<file path="src/rtl/tw_pkg.sv">
package tw_pkg;
   typedef enum logic [3:0] {
      ST_IDLE,
      ST_ADDR,
      ST_AWAIT,
      ST_AACK,
      ST_WDATA,
      ST_WWAIT,
      ST_WACK,
      ST_RDATA,
      ST_RACK,
      ST_RNEXT,
      ST_IGNORE
   } tw_state_t;
endpackage

</file>
<file path="src/rtl/tw_line_sync.sv">
module tw_line_sync #(
   parameter int STAGES = 2,
   parameter int LINES  = 2
) (
   input  logic             clk,
   input  logic             rst_n,
   input  logic [LINES-1:0] raw_i,
   output logic [LINES-1:0] sync_o,
   output logic [LINES-1:0] rise_o,
   output logic [LINES-1:0] fall_o
);
   if (STAGES < 2) begin : g_bad_stages
      $error("tw_line_sync: STAGES must be at least 2");
   end

   for (genvar g = 0; g < LINES; g++) begin : g_line
      logic [STAGES-1:0] pipe;
      logic              last;
      always_ff @(posedge clk or negedge rst_n) begin
         if (!rst_n) begin
            pipe <= '1;
            last <= 1'b1;
         end else begin
            pipe <= {pipe[STAGES-2:0], raw_i[g]};
            last <= pipe[STAGES-1];
         end
      end
      assign sync_o[g] = pipe[STAGES-1];
      assign rise_o[g] = pipe[STAGES-1] & ~last;
      assign fall_o[g] = ~pipe[STAGES-1] & last;
   end
endmodule

</file>
<file path="src/rtl/tw_wiper_bank.sv">
module tw_wiper_bank #(
   parameter int              DATA_W    = 8,
   parameter int              NUM       = 2,
   parameter logic [DATA_W-1:0] RESET_VAL = 8'h80,
   localparam int             IDX_W     = (NUM > 1) ? $clog2(NUM) : 1
) (
   input  logic                  clk,
   input  logic                  rst_n,
   input  logic                  wr_en,
   input  logic [IDX_W-1:0]      wr_idx,
   input  logic [DATA_W-1:0]     wr_data,
   input  logic [IDX_W-1:0]      rd_idx,
   output logic [DATA_W-1:0]     rd_data,
   output logic [NUM*DATA_W-1:0] wipers_o
);
   logic [NUM-1:0] we;

   for (genvar g = 0; g < NUM; g++) begin : g_wiper
      logic [DATA_W-1:0] pos;
      assign we[g] = wr_en && (wr_idx == IDX_W'(g));
      always_ff @(posedge clk or negedge rst_n) begin
         if (!rst_n)     pos <= RESET_VAL;
         else if (we[g]) pos <= wr_data;
      end
      assign wipers_o[g*DATA_W +: DATA_W] = pos;
   end

   always_comb begin
      rd_data = '0;
      for (int i = 0; i < NUM; i++) begin
         if (rd_idx == IDX_W'(i)) rd_data = wipers_o[i*DATA_W +: DATA_W];
      end
   end

   assert_one_target_R5: assert property (@(posedge clk) disable iff (!rst_n)
      $onehot0(we));
   assert_quiet_hold_R9: assert property (@(posedge clk) disable iff (!rst_n)
      !wr_en |=> $stable(wipers_o));
endmodule

</file>
<file path="src/rtl/tw_protocol.sv">
module tw_protocol
   import tw_pkg::*;
#(
   parameter int              DATA_W    = 8,
   parameter int              SEL_W     = 3,
   parameter int              NUM       = 2,
   parameter logic [3:0]      TYPE_CODE = 4'b0101,
   localparam int             IDX_W     = (NUM > 1) ? $clog2(NUM) : 1,
   localparam int             CNT_W     = $clog2(DATA_W),
   localparam int             TYPE_W    = DATA_W - 1 - SEL_W
) (
   input  logic              clk,
   input  logic              rst_n,
   input  logic              scl_s,
   input  logic              scl_rise,
   input  logic              sda_s,
   input  logic              sda_rise,
   input  logic              sda_fall,
   input  logic [SEL_W-1:0]  sel_i,
   input  logic [DATA_W-1:0] rd_data,
   output logic              wr_en,
   output logic [IDX_W-1:0]  wr_idx,
   output logic [DATA_W-1:0] wr_data,
   output logic [IDX_W-1:0]  rd_idx,
   output logic              sda_oe_o,
   input  logic              scl_fall
);
   localparam logic [CNT_W-1:0] LAST = CNT_W'(DATA_W - 1);

   if (TYPE_W != 4) begin : g_bad_layout
      $error("tw_protocol: control byte must hold 4 type bits, select bits and a direction bit");
   end

   tw_state_t         state;
   logic [CNT_W-1:0]  cnt;
   logic [DATA_W-1:0] shreg;
   logic [IDX_W-1:0]  idx;
   logic              rw;
   logic              oe;
   logic [DATA_W-1:0] byte_in;
   logic              start_det, stop_det, addr_hit;
   logic [IDX_W-1:0]  idx_next;

   assign start_det = scl_s && !scl_rise && sda_fall;
   assign stop_det  = scl_s && !scl_rise && sda_rise;
   assign byte_in   = {shreg[DATA_W-2:0], sda_s};
   assign addr_hit  = (byte_in[DATA_W-1 -: TYPE_W] == TYPE_CODE[TYPE_W-1:0])
                   && (byte_in[SEL_W:1] == sel_i);
   assign idx_next  = (idx == IDX_W'(NUM - 1)) ? '0 : idx + 1'b1;

   always_ff @(posedge clk or negedge rst_n) begin
      if (!rst_n) begin
         state   <= ST_IDLE;
         cnt     <= '0;
         shreg   <= '0;
         idx     <= '0;
         rw      <= 1'b0;
         oe      <= 1'b0;
         wr_en   <= 1'b0;
         wr_idx  <= '0;
         wr_data <= '0;
      end else begin
         wr_en <= 1'b0;
         if (start_det) begin
            state <= ST_ADDR;
            cnt   <= '0;
            oe    <= 1'b0;
         end else if (stop_det) begin
            state <= ST_IDLE;
            cnt   <= '0;
            oe    <= 1'b0;
         end else begin
            unique case (state)
               ST_ADDR: if (scl_rise) begin
                  shreg <= byte_in;
                  if (cnt == LAST) begin
                     cnt <= '0;
                     if (addr_hit) begin
                        rw    <= byte_in[0];
                        state <= ST_AWAIT;
                     end else begin
                        state <= ST_IGNORE;
                     end
                  end else begin
                     cnt <= cnt + 1'b1;
                  end
               end
               ST_AWAIT: if (scl_fall) begin
                  oe    <= 1'b1;
                  idx   <= '0;
                  state <= ST_AACK;
               end
               ST_AACK: if (scl_fall) begin
                  cnt <= '0;
                  if (rw) begin
                     shreg <= rd_data;
                     oe    <= ~rd_data[DATA_W-1];
                     state <= ST_RDATA;
                  end else begin
                     oe    <= 1'b0;
                     state <= ST_WDATA;
                  end
               end
               ST_WDATA: if (scl_rise) begin
                  shreg <= byte_in;
                  if (cnt == LAST) begin
                     cnt     <= '0;
                     wr_en   <= 1'b1;
                     wr_idx  <= idx;
                     wr_data <= byte_in;
                     idx     <= idx_next;
                     state   <= ST_WWAIT;
                  end else begin
                     cnt <= cnt + 1'b1;
                  end
               end
               ST_WWAIT: if (scl_fall) begin
                  oe    <= 1'b1;
                  state <= ST_WACK;
               end
               ST_WACK: if (scl_fall) begin
                  oe    <= 1'b0;
                  state <= ST_WDATA;
               end
               ST_RDATA: if (scl_fall) begin
                  if (cnt == LAST) begin
                     cnt   <= '0;
                     oe    <= 1'b0;
                     state <= ST_RACK;
                  end else begin
                     cnt   <= cnt + 1'b1;
                     shreg <= {shreg[DATA_W-2:0], 1'b0};
                     oe    <= ~shreg[DATA_W-2];
                  end
               end
               ST_RACK: if (scl_rise) begin
                  idx   <= idx_next;
                  state <= sda_s ? ST_IGNORE : ST_RNEXT;
               end
               ST_RNEXT: if (scl_fall) begin
                  shreg <= rd_data;
                  oe    <= ~rd_data[DATA_W-1];
                  state <= ST_RDATA;
               end
               default: ;
            endcase
         end
      end
   end

   assign rd_idx   = idx;
   assign sda_oe_o = oe;

   assert_start_restart_R2: assert property (@(posedge clk) disable iff (!rst_n)
      start_det |=> (state == ST_ADDR && cnt == '0));
   assert_stop_release_R2: assert property (@(posedge clk) disable iff (!rst_n)
      stop_det |=> (state == ST_IDLE && !sda_oe_o));
   assert_ack_low_R3: assert property (@(posedge clk) disable iff (!rst_n)
      (state == ST_AACK || state == ST_WACK) |-> sda_oe_o);
   assert_silent_unaddressed_R4: assert property (@(posedge clk) disable iff (!rst_n)
      (state == ST_IDLE || state == ST_IGNORE) |-> !sda_oe_o);
   assert_write_source_R9: assert property (@(posedge clk) disable iff (!rst_n)
      wr_en |-> $past(state == ST_WDATA));
endmodule

</file>
<file path="src/rtl/twowire_wiper_slave.sv">
module twowire_wiper_slave #(
   parameter int                DATA_W      = 8,
   parameter int                SEL_W       = 3,
   parameter int                NUM_WIPERS  = 2,
   parameter int                SYNC_STAGES = 2,
   parameter logic [3:0]        TYPE_CODE   = 4'b0101,
   parameter logic [DATA_W-1:0] RESET_POS   = 8'h80,
   localparam int               IDX_W       = (NUM_WIPERS > 1) ? $clog2(NUM_WIPERS) : 1
) (
   input  logic                         clk,
   input  logic                         rst_n,
   input  logic                         scl_i,
   input  logic                         sda_i,
   input  logic [SEL_W-1:0]             sel_i,
   output logic                         sda_oe_o,
   output logic [NUM_WIPERS*DATA_W-1:0] wipers_o
);
   if (NUM_WIPERS < 2) begin : g_bad_count
      $error("twowire_wiper_slave: NUM_WIPERS must be at least 2");
   end

   logic [1:0]        ln_sync, ln_rise, ln_fall;
   logic              wr_en;
   logic [IDX_W-1:0]  wr_idx, rd_idx;
   logic [DATA_W-1:0] wr_data, rd_data;

   tw_line_sync #(.STAGES(SYNC_STAGES), .LINES(2)) u_sync (
      .clk    (clk),
      .rst_n  (rst_n),
      .raw_i  ({sda_i, scl_i}),
      .sync_o (ln_sync),
      .rise_o (ln_rise),
      .fall_o (ln_fall)
   );

   tw_protocol #(
      .DATA_W(DATA_W), .SEL_W(SEL_W), .NUM(NUM_WIPERS), .TYPE_CODE(TYPE_CODE)
   ) u_proto (
      .clk      (clk),
      .rst_n    (rst_n),
      .scl_s    (ln_sync[0]),
      .scl_rise (ln_rise[0]),
      .sda_s    (ln_sync[1]),
      .sda_rise (ln_rise[1]),
      .sda_fall (ln_fall[1]),
      .sel_i    (sel_i),
      .rd_data  (rd_data),
      .wr_en    (wr_en),
      .wr_idx   (wr_idx),
      .wr_data  (wr_data),
      .rd_idx   (rd_idx),
      .sda_oe_o (sda_oe_o),
      .scl_fall (ln_fall[0])
   );

   tw_wiper_bank #(.DATA_W(DATA_W), .NUM(NUM_WIPERS), .RESET_VAL(RESET_POS)) u_bank (
      .clk      (clk),
      .rst_n    (rst_n),
      .wr_en    (wr_en),
      .wr_idx   (wr_idx),
      .wr_data  (wr_data),
      .rd_idx   (rd_idx),
      .rd_data  (rd_data),
      .wipers_o (wipers_o)
   );

   assert_drive_on_low_R8: assert property (@(posedge clk) disable iff (!rst_n)
      (sda_oe_o != $past(sda_oe_o)) |-> !$past(ln_sync[0]));
endmodule

</file>
<file path="config.mk">
export PLATFORM = sky130hd
export DESIGN_NAME = twowire_wiper_slave
export DESIGN_NICKNAME = d
export VERILOG_FILES = /design/src/rtl/tw_pkg.sv /design/src/rtl/tw_line_sync.sv /design/src/rtl/tw_wiper_bank.sv /design/src/rtl/tw_protocol.sv /design/src/rtl/twowire_wiper_slave.sv
export SDC_FILE = /design/constraint.sdc
export NUM_CORES = 1
export LEC_CHECK = 0
export BUFFER_PORTS_ARGS = -buffer_cell sky130_fd_sc_hd__buf_2
export CAP_MARGIN = 0
export CORE_UTILIZATION = 59
export CTS_CLUSTER_DIAMETER = 30
export DETAILED_ROUTE_END_ITERATION = 8
export HOLD_SLACK_MARGIN = 0.06
export PLACE_DENSITY = 0.76
export SYNTH_ARGS = -nofsm -noshare
export SYNTH_HDL_FRONTEND = slang
export SYNTH_HIERARCHICAL = 1
export SYNTH_SLANG_ARGS = --single-unit
export TNS_END_PERCENT = 100
</file>
<file path="constraint.sdc">
create_clock -name clk -period 2.7 [get_ports clk]
set_input_delay 0.405 -clock clk [delete_from_list [all_inputs] [get_ports clk]]
set_output_delay 0.405 -clock clk [all_outputs]
set_load 0.02 [all_outputs]
</file>
== Word level (Yosys, flattened, before mapping) ==
Cells that the tools add are included.

* Add/subtract/negate cells: 2
* Equal/unequal tests: 36
* Muxes and demuxes: 53
* Bitwise gates (word level): 13
* Reduce and logical (&&, ||, !) cells: 21

{| class="wikitable"
|+ Operators by type and width
! operator !! count
|-
| $mux W4 || 15
|-
| $ne A4 B1 Y1 const B || 14
|-
| $mux W7 || 6
|-
| $pmux W4 S9 || 1
|-
| $pmux W7 S4 || 1
|-
| $eq A4 B3 Y1 const B || 5
|-
| $mux W1 || 18
|-
| $mux W3 || 6
|-
| $ne A2 B1 Y1 const B || 9
|-
| $reduce_and A13 Y1 || 1
|-
| $reduce_and A6 Y1 || 2
|-
| $reduce_bool A11 Y1 || 1
|-
| $not A1 Y1 || 9
|-
| $pmux W3 S3 || 1
|-
| $reduce_and A9 Y1 || 1
|-
| $eq A4 B2 Y1 const B || 2
|-
| $eq A4 B4 Y1 const B || 2
|-
| $mux W8 || 1
|-
| $reduce_and A7 Y1 || 1
|-
| $reduce_bool A7 Y1 || 1
|-
| $logic_and A1 B1 Y1 || 6
|-
| $pmux W1 S5 || 1
|-
| $reduce_and A5 Y1 || 1
|-
| $reduce_bool A5 Y1 || 1
|-
| 14 further kinds || 19
|}

* Bits in registers: 49
* Input port bits: 7

== Longest topological paths before layout ==
Gate-level depths: netlist of the first run.

* Depth in word-level cells: 8
* Mapped depth: 9

== By module ==
The synthesis of the first run kept the hierarchy.

{| class="wikitable"
|+ Modules (own cells, without submodules)
! module !! times used !! cells an instance !! area each (sq um)
|-
| tw_protocol || 1 || 183 || 1799.2
|-
| tw_wiper_bank || 1 || 44 || 739.5
|-
| tw_line_sync || 1 || 12 || 207.7
|}

== Least setup slack after synthesis of the first run ==
No wires, ideal clock.

* Path kind: reg2reg
* Start point: reg u_proto.cnt[0]
* End point: reg u_proto.shreg[0]
* Setup time: 0.125 ns
* Arrival: 1.916 ns
* Data required time: 2.575 ns
* Setup slack: 0.660 ns
* Stages on the path, launching flop included: 10
* Buffers on the path: 2
* Period minus slack after synthesis: 2.040 ns
* Path through: dfrtp_1 > ha_1 > ha_1 > buf_2 > nand3_1 > o31ai_1 > a221oi_1 > o221a_2 > buf_6 > mux2_2

* Word-level cells in the longest chain between the ends: 3

{| class="wikitable"
|+ Ends and longest elaborated chain
! item !! RTL line !! text
|-
| start: declaration || tw_protocol.sv:35 || <nowiki>logic [CNT_W-1:0] cnt;</nowiki>
|-
| start signal: assignment || tw_protocol.sv:85 || <nowiki>cnt <= cnt + 1'b1;</nowiki>
|-
| start signal: assignment || tw_protocol.sv:114 || <nowiki>cnt <= cnt + 1'b1;</nowiki>
|-
| start signal: assignment || tw_protocol.sv:131 || <nowiki>cnt <= cnt + 1'b1;</nowiki>
|-
| $eq A3 B3 Y1 || tw_protocol.sv:126 || <nowiki>if (cnt == LAST) begin</nowiki>
|-
| $ne A2 B2 Y1 (no source line) || - ||
|-
| $reduce_and A9 Y1 (no source line) || - ||
|-
| end signal: assignment || tw_protocol.sv:105 || <nowiki>shreg <= byte_in;</nowiki>
|-
| end signal: assignment || tw_protocol.sv:132 || <nowiki>shreg <= {shreg[DATA_W-2:0], 1'b0};</nowiki>
|-
| end signal: assignment || tw_protocol.sv:141 || <nowiki>shreg <= rd_data;</nowiki>
|-
| end: declaration || tw_protocol.sv:36 || <nowiki>logic [DATA_W-1:0] shreg;</nowiki>
|}

Every way passes these cells.
A chain may end at the register's enable or synchronous reset.

== Worst setup path in the final report of the first run ==
Same ends and word-level chain as after synthesis.

==> out/qor.tcl, run 1 <==
set qor(worstMarginPinSlew_ns) 0.963
set qor(timing.critical_path.slowest_stage_cell) {sky130_fd_sc_hd__dfrtp_1}
set qor(final_core_utilization_pct) 67.3
set qor(timing.critical_path.cells) {ha_1 > ha_1 > nand3_1 > o31ai_1 > a221oi_1 > o221a_2 > mux2_2}
set qor(cts_num_sinks) 49
set qor(share_of_post_route_cells_with_drive_strength_above_1_pct) 38.3
set qor(slowest_delay_ns) 0.42
set qor(rsz0062_at_grt) {false}
set qor(tritoncts.num_buffers) 5
set qor(cts_setup_buffers) 0
set qor(ys_ff_latch) 49
set qor(worst-endpoint-required_ns) 2.89
set qor(type_of_the_worst_setup_path) {register to register}
set qor(netlist_instances) 239
set qor(num_antenna_cells) 0
set qor(crit_family) {compound AO/OA/AOI/OAI gates}
set qor(worst_setup_path_end_kind) {register}
set qor(crit_buf_inv) 0
set qor(total_power_w) 0.00227
set qor(maxSlewHeadroom_pct) 35.8
set qor(timing.reg2reg.setup_slack_ns) 0.47
set qor(critical_path.startpoint_type) {register}
set qor(post_place_cell_area_um2) 2870
set qor(synth_area_per_cell_um2) 11.5
set qor(max-clock-path-buffers) 2
set qor(tritoncts_clock_tree) {done}
set qor(power.density_nw_per_um2) 765
set qor(fp.dieW_um) 70.2
set qor(drv_cap) 0
set qor(post_cts_resize_count) 0
set qor(outcome) {finished clean}
set qor(synth_top_flop_cell) {sky130_fd_sc_hd__dfrtp_1}
set qor(final-max-slew-violation-count) 0
set qor(setup_tns_ns) 0
set qor(overflow) 0
set qor(post-route-drc-count) 0
set qor(route.detailed.vias_per_inst) 6.06
set qor(max_freq_mhz) 449
set qor(global_route.usage.total_pct) 22.7
set qor(synthesis.nets) 248
set qor(initialDrtViolationCount) 232
set qor(worst-endpoint-arrival_ns) 2.42
set qor(fp.coreArea_um2) 4410
set qor(io_pins) 24
set qor(standard_cell_rows) 24
set qor(design_area_um2) 2970
set qor(antenna_found_initial) 0
set qor(clock_skew_ns) 0.0107
set qor(hold_end) {u_sync/g_line[1].pipe[0]}
set qor(yosysWarningCount) 6
set qor(yosys.area.top_type_share_pct) 37.4
set qor(reg2reg_from) {u_proto/cnt[0]}
set qor(layout.nets) 269
set qor(cts-htree-levels) 2
set qor(peak_ir_drop_on_the_vdd_network_v) 0.000561
set qor(min-delay-path-class) {input port to register}
set qor(synth_seq_area_share_pct) 45.0
set qor(setup-violations-final) 0
set qor(synth_cell_type_count) 51
set qor(via_count) 1896
set qor(first_global_vias) 1801
set qor(synth_edf_count) 0
set qor(synthMostInstantiatedCell) {sky130_fd_sc_hd__dfrtp_1}
set qor(worst_setup_hold_path_clk_slew_ns) 0.10
set qor(die_area_um2) 4930
set qor(leakage_power_nw) 1.40
set qor(cts-root-buf) {sky130_fd_sc_hd__clkbuf_8}
set qor(drt_total_wl_um) 5150
set qor(grt_start_max_net_pins) 46
set qor(routed_wire_length_per_instance_um) 16.5
set qor(min-delay-start) {sda_i}
set qor(final_hold_viol_count) 0
set qor(postSynth.asyncResetShare_pct) 100
set qor(drt.antenna.violating_nets) 0
set qor(ctsHoldBuffers) 0
set qor(worstPathMaxFanout) 8
set qor(finalWeightedCongestion) 0.899
set qor(cp_common_cell) {sky130_fd_sc_hd__ha_1}
set qor(layout_min_cycle_time_ns) 2.23
set qor(post_synth_instance_area_um2) 2750
set qor(final.period_utilization_pct) 82.5
set qor(dr.pass1.iters) 4
set qor(yosys-top-cells-area) {sky130_fd_sc_hd__dfrtp_1 (37%), sky130_fd_sc_hd__mux2_2 (9.8%), sky130_fd_sc_hd__dfstp_2 (7.7%)}
set qor(crit_start) {u_proto/cnt[0]}
set qor(min_delay_path_depth) 1
set qor(areaGrowthSynthToFinish_pct) 8.15
set qor(numPortBuffers) 23
set qor(grt_first_pass_wirelength_um) 8720
set qor(insertion_delay_ns) 0.31
set qor(synth.cells.most_frequent) {sky130_fd_sc_hd__dfrtp_1 (41), sky130_fd_sc_hd__mux2_2 (24), sky130_fd_sc_hd__nand2_1 (18)}
set qor(synth.largest_area_cell) {sky130_fd_sc_hd__dfrtp_1}
set qor(floorplan.initialDensity_pct) 62.2
set qor(r2r.worst_path.cells) 7
set qor(dp_hpwl_um) 3520
set qor(die_h_um) 70.2
set qor(critical_path.reg2reg.endpoint) {u_proto/shreg[0]}
## worst reg2reg max path: stages, from the launching register on
cell	delay (ns)
sky130_fd_sc_hd__dfrtp_1	0.42
sky130_fd_sc_hd__ha_1	0.21
sky130_fd_sc_hd__ha_1	0.27
sky130_fd_sc_hd__nand3_1	0.12
sky130_fd_sc_hd__o31ai_1	0.08
sky130_fd_sc_hd__a221oi_1	0.26
sky130_fd_sc_hd__o221a_2	0.39
sky130_fd_sc_hd__mux2_2	0.37
## layout by cell type, fill, tap and decap left out, types with 2 or more instances in the layout
master                     Yosys  layout
sky130_fd_sc_hd__nor3_1        6       6
sky130_fd_sc_hd__nand3_1       4       4
sky130_fd_sc_hd__clkinv_4      0       2
sky130_fd_sc_hd__nor2b_1       4       4
sky130_fd_sc_hd__mux2_4       14      14
sky130_fd_sc_hd__nor4_1        2       2
sky130_fd_sc_hd__ha_1          2       2
sky130_fd_sc_hd__a22o_1        2       2
sky130_fd_sc_hd__a21oi_1       7       7
sky130_fd_sc_hd__mux2i_1       3       3
sky130_fd_sc_hd__mux2_1        6       6
sky130_fd_sc_hd__o211ai_1      2       2
sky130_fd_sc_hd__a221oi_1      4       4
sky130_fd_sc_hd__and2b_2       4       4
sky130_fd_sc_hd__inv_1         5       5
sky130_fd_sc_hd__a211oi_1      2       2
sky130_fd_sc_hd__buf_4         4       8
sky130_fd_sc_hd__buf_2         8      23
sky130_fd_sc_hd__a21oi_2       2       2
sky130_fd_sc_hd__nor3b_1       4       4
sky130_fd_sc_hd__nand2_1      18      18
sky130_fd_sc_hd__o21a_1        3       3
sky130_fd_sc_hd__nand2b_1      5       5
sky130_fd_sc_hd__xor2_1        3       3
sky130_fd_sc_hd__clkbuf_8      0       5
sky130_fd_sc_hd__mux2_2       24      24
sky130_fd_sc_hd__nand4_1       3       3
sky130_fd_sc_hd__dfrtp_1      41      41
sky130_fd_sc_hd__dfstp_2       8       8
sky130_fd_sc_hd__nor2_1       10      10
sky130_fd_sc_hd__o21ai_0      12      12
sky130_fd_sc_hd__nand3b_1      3       3
## how the worst max path moves through the flow
stage,end,slack [ns],depth (start not counted)
after detailed placement,u_proto/shreg[0],0.48,7
after global placement,u_proto/shreg[0],0.54,7
after CTS,u_proto/shreg[0],0.47,7
after floorplan,u_proto/shreg[0],0.66,9
final,u_proto/shreg[0],0.47,7
after global routing,u_proto/shreg[0],0.27,7
## registers in the layout, summed over array words and instances, names as in the netlist
name                flops
u_proto/sda_oe_o        1
u_proto/wr_data         8
u_sync/g_line.pipe      4
u_proto/wr_en           1
u_sync/g_line.last      2
u_proto/state           4
u_proto/shreg           7
u_bank/g_wiper.pos     16
u_proto/rw              1
u_proto/cnt             3
u_proto/rd_idx          1
u_proto/wr_idx          1
## layout make-up
class	count	area, um2
Fill cell	334	1440
Multi-Input combinational cell	167	1370
Sequential cell	49	1240
Timing Repair Buffer	31	175
Clock buffer	5	68.8
Tap cell	52	65.1
Clock inverter	3	33.8
Inverter	6	22.5
## report_power, final
part | leakage [nW] | switching (W) | internal, W | total (W)
Combinational | 0.702 | 0.000473 | 0.000391 | 0.000864
Sequential | 0.650 | 0.000140 | 0.000802 | 0.000942
Clock | 0.0511 | 0.000272 | 0.000193 | 0.000465
Total | 1.40 | 0.000885 | 0.00139 | 0.00227
## logic make-up after synthesis
group | after synthesis | share of synthesized area (%)
flip-flops | 49 | 45.0
AND/OR/NAND/NOR | 69 | 13.9
multiplexers | 47 | 21.0
AO/OA/AOI/OAI | 44 | 12.1
XOR/XNOR | 5 | 1.87
buffers and inverters | 23 | 5.15
adder cells (fa/ha/maj) | 2 | 0.911
## layer usage
layer,routed length (um),track usage (%)
met1,2450,33.0
met5,0,0
met4,36,5.33
met3,215,4.62
met2,2450,35.1
## through the flow
stage,hold WS (ns),instances,worst slack (ns)
after floorplan,0.109,239,0.660
after global placement,0.345,305,0.544
after detailed placement,0.347,305,0.479
after global routing,0.180,313,0.269
after CTS,0.178,313,0.474
final,0.193,313,0.473
(Power assumes the default switching activity.)
==> run 2, diff against run 1 <==
Settings changed: ABC_AREA set to 1.
Clock period 2.7 ns to 2.1 ns, I/O delays scaled along.
==> out/qor.tcl, run 2 <==
set qor(final.period_utilization_pct) 89.8 ;# was 82.5%
set qor(tritoncts.num_buffers) 5 ;# unchanged
set qor(areaGrowthSynthToFinish_pct) 8.53 ;# was 8.15%
set qor(overflow) 0 ;# unchanged
set qor(share_of_post_route_cells_with_drive_strength_above_1_pct) 24.3 ;# was 38.3%
set qor(synth.largest_area_cell) {sky130_fd_sc_hd__dfrtp_1} ;# unchanged
set qor(synthesis.nets) 361 ;# was 248
set qor(numPortBuffers) 23 ;# unchanged
set qor(synth.cells.most_frequent) {sky130_fd_sc_hd__nand2_1 (116), sky130_fd_sc_hd__dfrtp_1 (41), sky130_fd_sc_hd__inv_1 (32)} ;# was sky130_fd_sc_hd__dfrtp_1 (41), sky130_fd_sc_hd__mux2_2 (24), sky130_fd_sc_hd__nand2_1 (18)
set qor(synth-compound-area-share_pct) 9.30 ;# was 12.1%
set qor(largest_registers_in_the_final_layout) {u_bank/g_wiper.pos x16, u_proto/wr_data x8, u_proto/shreg x7} ;# unchanged
set qor(finalWeightedCongestion) 0.963 ;# was 0.899
set qor(post_synth_fa_ha_maj_area_fraction_pct) 0.898 ;# was 0.911%
set qor(final_hold_viol_count) 0 ;# unchanged
set qor(antenna_found_initial) 0 ;# unchanged
set qor(die_area_um2) 5000 ;# was 4930 um2
set qor(max-clock-path-buffers) 2 ;# unchanged
set qor(route.detailed.vias_per_inst) 5.39 ;# was 6.06
set qor(cts-root-buf) {sky130_fd_sc_hd__clkbuf_8} ;# unchanged
set qor(r2r.worst_path.cells) 11 ;# was 7
set qor(worstMarginPinSlew_ns) 0.506 ;# was 0.963 ns
set qor(drt.antenna.violating_nets) 0 ;# unchanged
set qor(drt_total_wl_um) 6150 ;# was 5150 um
set qor(setup-violations-final) 0 ;# unchanged
set qor(fp.coreArea_um2) 4440 ;# was 4410 um2
set qor(grt_first_pass_wirelength_um) 10600 ;# was 8720 um
set qor(rsz0062_at_grt) {false} ;# unchanged
set qor(final-max-slew-violation-count) 0 ;# unchanged
set qor(synth_top_family_by_area) {simple AND/OR/NAND/NOR gates} ;# was multiplexers
set qor(worstPathMaxFanout) 7 ;# was 8
set qor(io_pins) 24 ;# unchanged
set qor(setup_tns_ns) 0 ;# unchanged
set qor(standard_cell_rows) 24 ;# unchanged
set qor(worst_setup_path_end_kind) {register} ;# unchanged
set qor(synthMostInstantiatedCell) {sky130_fd_sc_hd__nand2_1} ;# was sky130_fd_sc_hd__dfrtp_1
set qor(layout.nets) 387 ;# was 269
set qor(maxSlewHeadroom_pct) 66.3 ;# was 35.8%
set qor(floorplan.initialDensity_pct) 62.7 ;# was 62.2%
set qor(power.density_nw_per_um2) 1070 ;# was 765 nW/um2
set qor(netlist_instances) 352 ;# was 239
set qor(post_synthesis_share_of_cell_area_spent_on_and_or_nand_and_nor_gates_pct) 35.1 ;# was 13.9%
set qor(routed_wire_length_per_instance_um) 14.3 ;# was 16.5 um
set qor(ys_ff_latch) 49 ;# unchanged
set qor(worst-endpoint-arrival_ns) 2.12 ;# was 2.42 ns
set qor(dp_hpwl_um) 4590 ;# was 3520 um
set qor(via_count) 2321 ;# was 1,896
set qor(synth_cell_type_count) 29 ;# was 51
set qor(post_synth_xor_area_fraction_pct) 0.943 ;# was 1.87%
set qor(largest_reg_flops) 16 ;# unchanged
set qor(leakage_power_nw) 1.61 ;# was 1.40 nW
set qor(worst_setup_hold_path_clk_slew_ns) 0.09 ;# was 0.10 ns
set qor(cts_num_sinks) 49 ;# unchanged
set qor(outcome) {finished clean} ;# unchanged
set qor(min-delay-start) {sda_i} ;# unchanged
set qor(global_route.usage.total_pct) 27.1 ;# was 22.7%
set qor(final_core_utilization_pct) 68.0 ;# was 67.3%
set qor(post_synth_instance_area_um2) 2790 ;# was 2750 um2
set qor(min-delay-path-class) {input port to register} ;# unchanged
set qor(insertion_delay_ns) 0.29 ;# was 0.31 ns
set qor(synth_edf_count) 0 ;# unchanged
set qor(synth_top_flop_cell) {sky130_fd_sc_hd__dfrtp_1} ;# unchanged
set qor(final_common_cell) {sky130_fd_sc_hd__nand2_1} ;# was sky130_fd_sc_hd__dfrtp_1
set qor(reg2reg_from) {u_sync/g_line[0].pipe[1]} ;# was u_proto/cnt[0]
set qor(clock_skew_ns) 0.00410 ;# was 0.0107 ns
set qor(register_area_um2) 1240 ;# unchanged
set qor(cts-htree-levels) 2 ;# unchanged
set qor(critical_path.reg2reg.endpoint) {u_proto/state[0]} ;# was u_proto/shreg[0]
set qor(type_of_the_worst_setup_path) {register to register} ;# unchanged
set qor(hold_end) {u_sync/g_line[1].pipe[0]} ;# unchanged
set qor(yosys-top-cells-area) {sky130_fd_sc_hd__dfrtp_1 (37%), sky130_fd_sc_hd__nand2_1 (16%), sky130_fd_sc_hd__dfstp_2 (7.5%)} ;# was sky130_fd_sc_hd__dfrtp_1 (37%), sky130_fd_sc_hd__mux2_2 (9.8%), sky130_fd_sc_hd__dfstp_2 (7.7%)
set qor(fp.dieW_um) 70.7 ;# was 70.2 um
set qor(critical_path.startpoint_type) {register} ;# unchanged
set qor(yosysWarningCount) 6 ;# unchanged
set qor(grt_start_max_net_pins) 20 ;# was 46
set qor(design_area_um2) 3020 ;# was 2970 um2
set qor(postSynth.asyncResetShare_pct) 100 ;# unchanged
set qor(synth_seq_area_share_pct) 44.4 ;# was 45.0%
set qor(fill_cells) 387 ;# was 334
set qor(first_global_vias) 2212 ;# was 1,801
set qor(muxShareOfSynthArea_pct) 0 ;# was 21.0%
set qor(timing.reg2reg.setup_slack_ns) 0.21 ;# was 0.47 ns
set qor(layout_common_cells) {sky130_fd_sc_hd__nand2_1 (116), sky130_fd_sc_hd__dfrtp_1 (41), sky130_fd_sc_hd__inv_1 (32)} ;# was sky130_fd_sc_hd__dfrtp_1 (41), sky130_fd_sc_hd__mux2_2 (24), sky130_fd_sc_hd__buf_2 (23)
set qor(dr.pass1.iters) 5 ;# was 4
set qor(largest_register) {u_bank/g_wiper.pos} ;# unchanged
set qor(drv_cap) 0 ;# unchanged
set qor(yosys.area.top_type_share_pct) 36.8 ;# was 37.4%
set qor(multi_input_gate_area_in_the_final_layout_um2) 1290 ;# was 1370 um2
set qor(tritoncts_clock_tree) {done} ;# unchanged
set qor(synth_area_per_cell_um2) 7.92 ;# was 11.5 um2
set qor(die_h_um) 70.7 ;# was 70.2 um
set qor(post_place_cell_area_um2) 2900 ;# was 2870 um2
set qor(layout_min_cycle_time_ns) 1.89 ;# was 2.23 ns
set qor(peak_ir_drop_on_the_vdd_network_v) 0.000624 ;# was 0.000561 V
set qor(num_antenna_cells) 0 ;# unchanged
set qor(initialDrtViolationCount) 237 ;# was 232
set qor(post-route-drc-count) 0 ;# unchanged
set qor(min_delay_path_depth) 1 ;# unchanged
set qor(max_freq_mhz) 530 ;# was 449 MHz
set qor(worst-endpoint-required_ns) 2.34 ;# was 2.89 ns
run 2: cell types whose count changed after synthesis, sizes merged, moves of 5 or more:
cell and delta:
mux2 -44, nor3 -6, nor2 +20, nor2b -5, o21ai +25, nand2b -5
nand3 +30, buf -7, inv +37, nand2 +114
run 2: metrics by stage:
stage               setup slack, ns  power [W]  hold WS [ns]  cells
floorplan                     0.328    0.00231        0.0194    352
finish                        0.214    0.00324         0.110    431
CTS                           0.236    0.00325        0.0975    431
global placement              0.331    0.00253         0.260    422
global route                 0.0491    0.00348        0.0919    431
detailed placement            0.269    0.00254         0.263    422
run 2: critical path, cell delays in order (launching register included):
cell                       delay [ns]
sky130_fd_sc_hd__dfstp_2         0.58
sky130_fd_sc_hd__inv_1           0.04
sky130_fd_sc_hd__nor2_1          0.15
sky130_fd_sc_hd__inv_2           0.09
sky130_fd_sc_hd__nand3_1         0.11
sky130_fd_sc_hd__nand2_1         0.19
sky130_fd_sc_hd__nor2_1          0.17
sky130_fd_sc_hd__nand2_1         0.07
sky130_fd_sc_hd__nand2_1         0.10
sky130_fd_sc_hd__nand3b_1        0.19
sky130_fd_sc_hd__nand2_1         0.07
sky130_fd_sc_hd__nand2_1         0.08
run 2: logic make-up (layout without fill, tap and decap cells):
logic type / after synthesis / in the layout
buf+inv: 51 / 78
flops: 49 / 49
simple gates: 202 / 202
xor+xnor: 3 / 3
compound gates: 45 / 45
fa+ha+maj: 2 / 2
run 2: routing by layer:
metal	global-route usage (%)	up-vias	part of all wire, %
met5	0	-	0
met4	9.33	0	1.5
met1	39.7	1055	47
li1	-	1154	-
met3	3.56	10	6.2
met2	42.0	102	45
run 2: timing repair:
action                    4_1_cts  5_1_grt
buffers inserted                0        0
hold buffers                    1        0
hold endpoints to repair        9        0
resized for setup               0        0
run 2: worst max path at each step:
stage | slack, ns | cells past startpoint | startpoint | endpoint
after floorplan | 0.33 | 12 | u_sync/g_line[0].pipe[1] | u_proto/shreg[2]
after global placement | 0.33 | 11 | u_sync/g_line[0].pipe[1] | u_proto/shreg[1]
after detailed placement | 0.27 | 11 | u_sync/g_line[0].pipe[1] | u_proto/state[0]
after CTS | 0.24 | 11 | u_sync/g_line[0].pipe[1] | u_proto/state[0]
after global routing | 0.05 | 11 | u_sync/g_line[0].pipe[1] | u_proto/state[0]
final | 0.21 | 11 | u_sync/g_line[0].pipe[1] | u_proto/state[0]
run 2: cell type report:
class,count,area share [%]
sequential,49,40.9
multi-input combinational,252,42.6
clock inverter,1,0.993
inverter,42,5.38
tap,52,2.15
clock buffer,7,2.85
timing repair buffer,28,5.13
run 2: power breakdown:
group	switching, W	total, W	internal (W)
Sequential	0.000154	0.00121	0.00105
Combinational	0.000922	0.00134	0.000422
Clock	0.000307	0.000696	0.000389
Total	0.00138	0.00324	0.00186
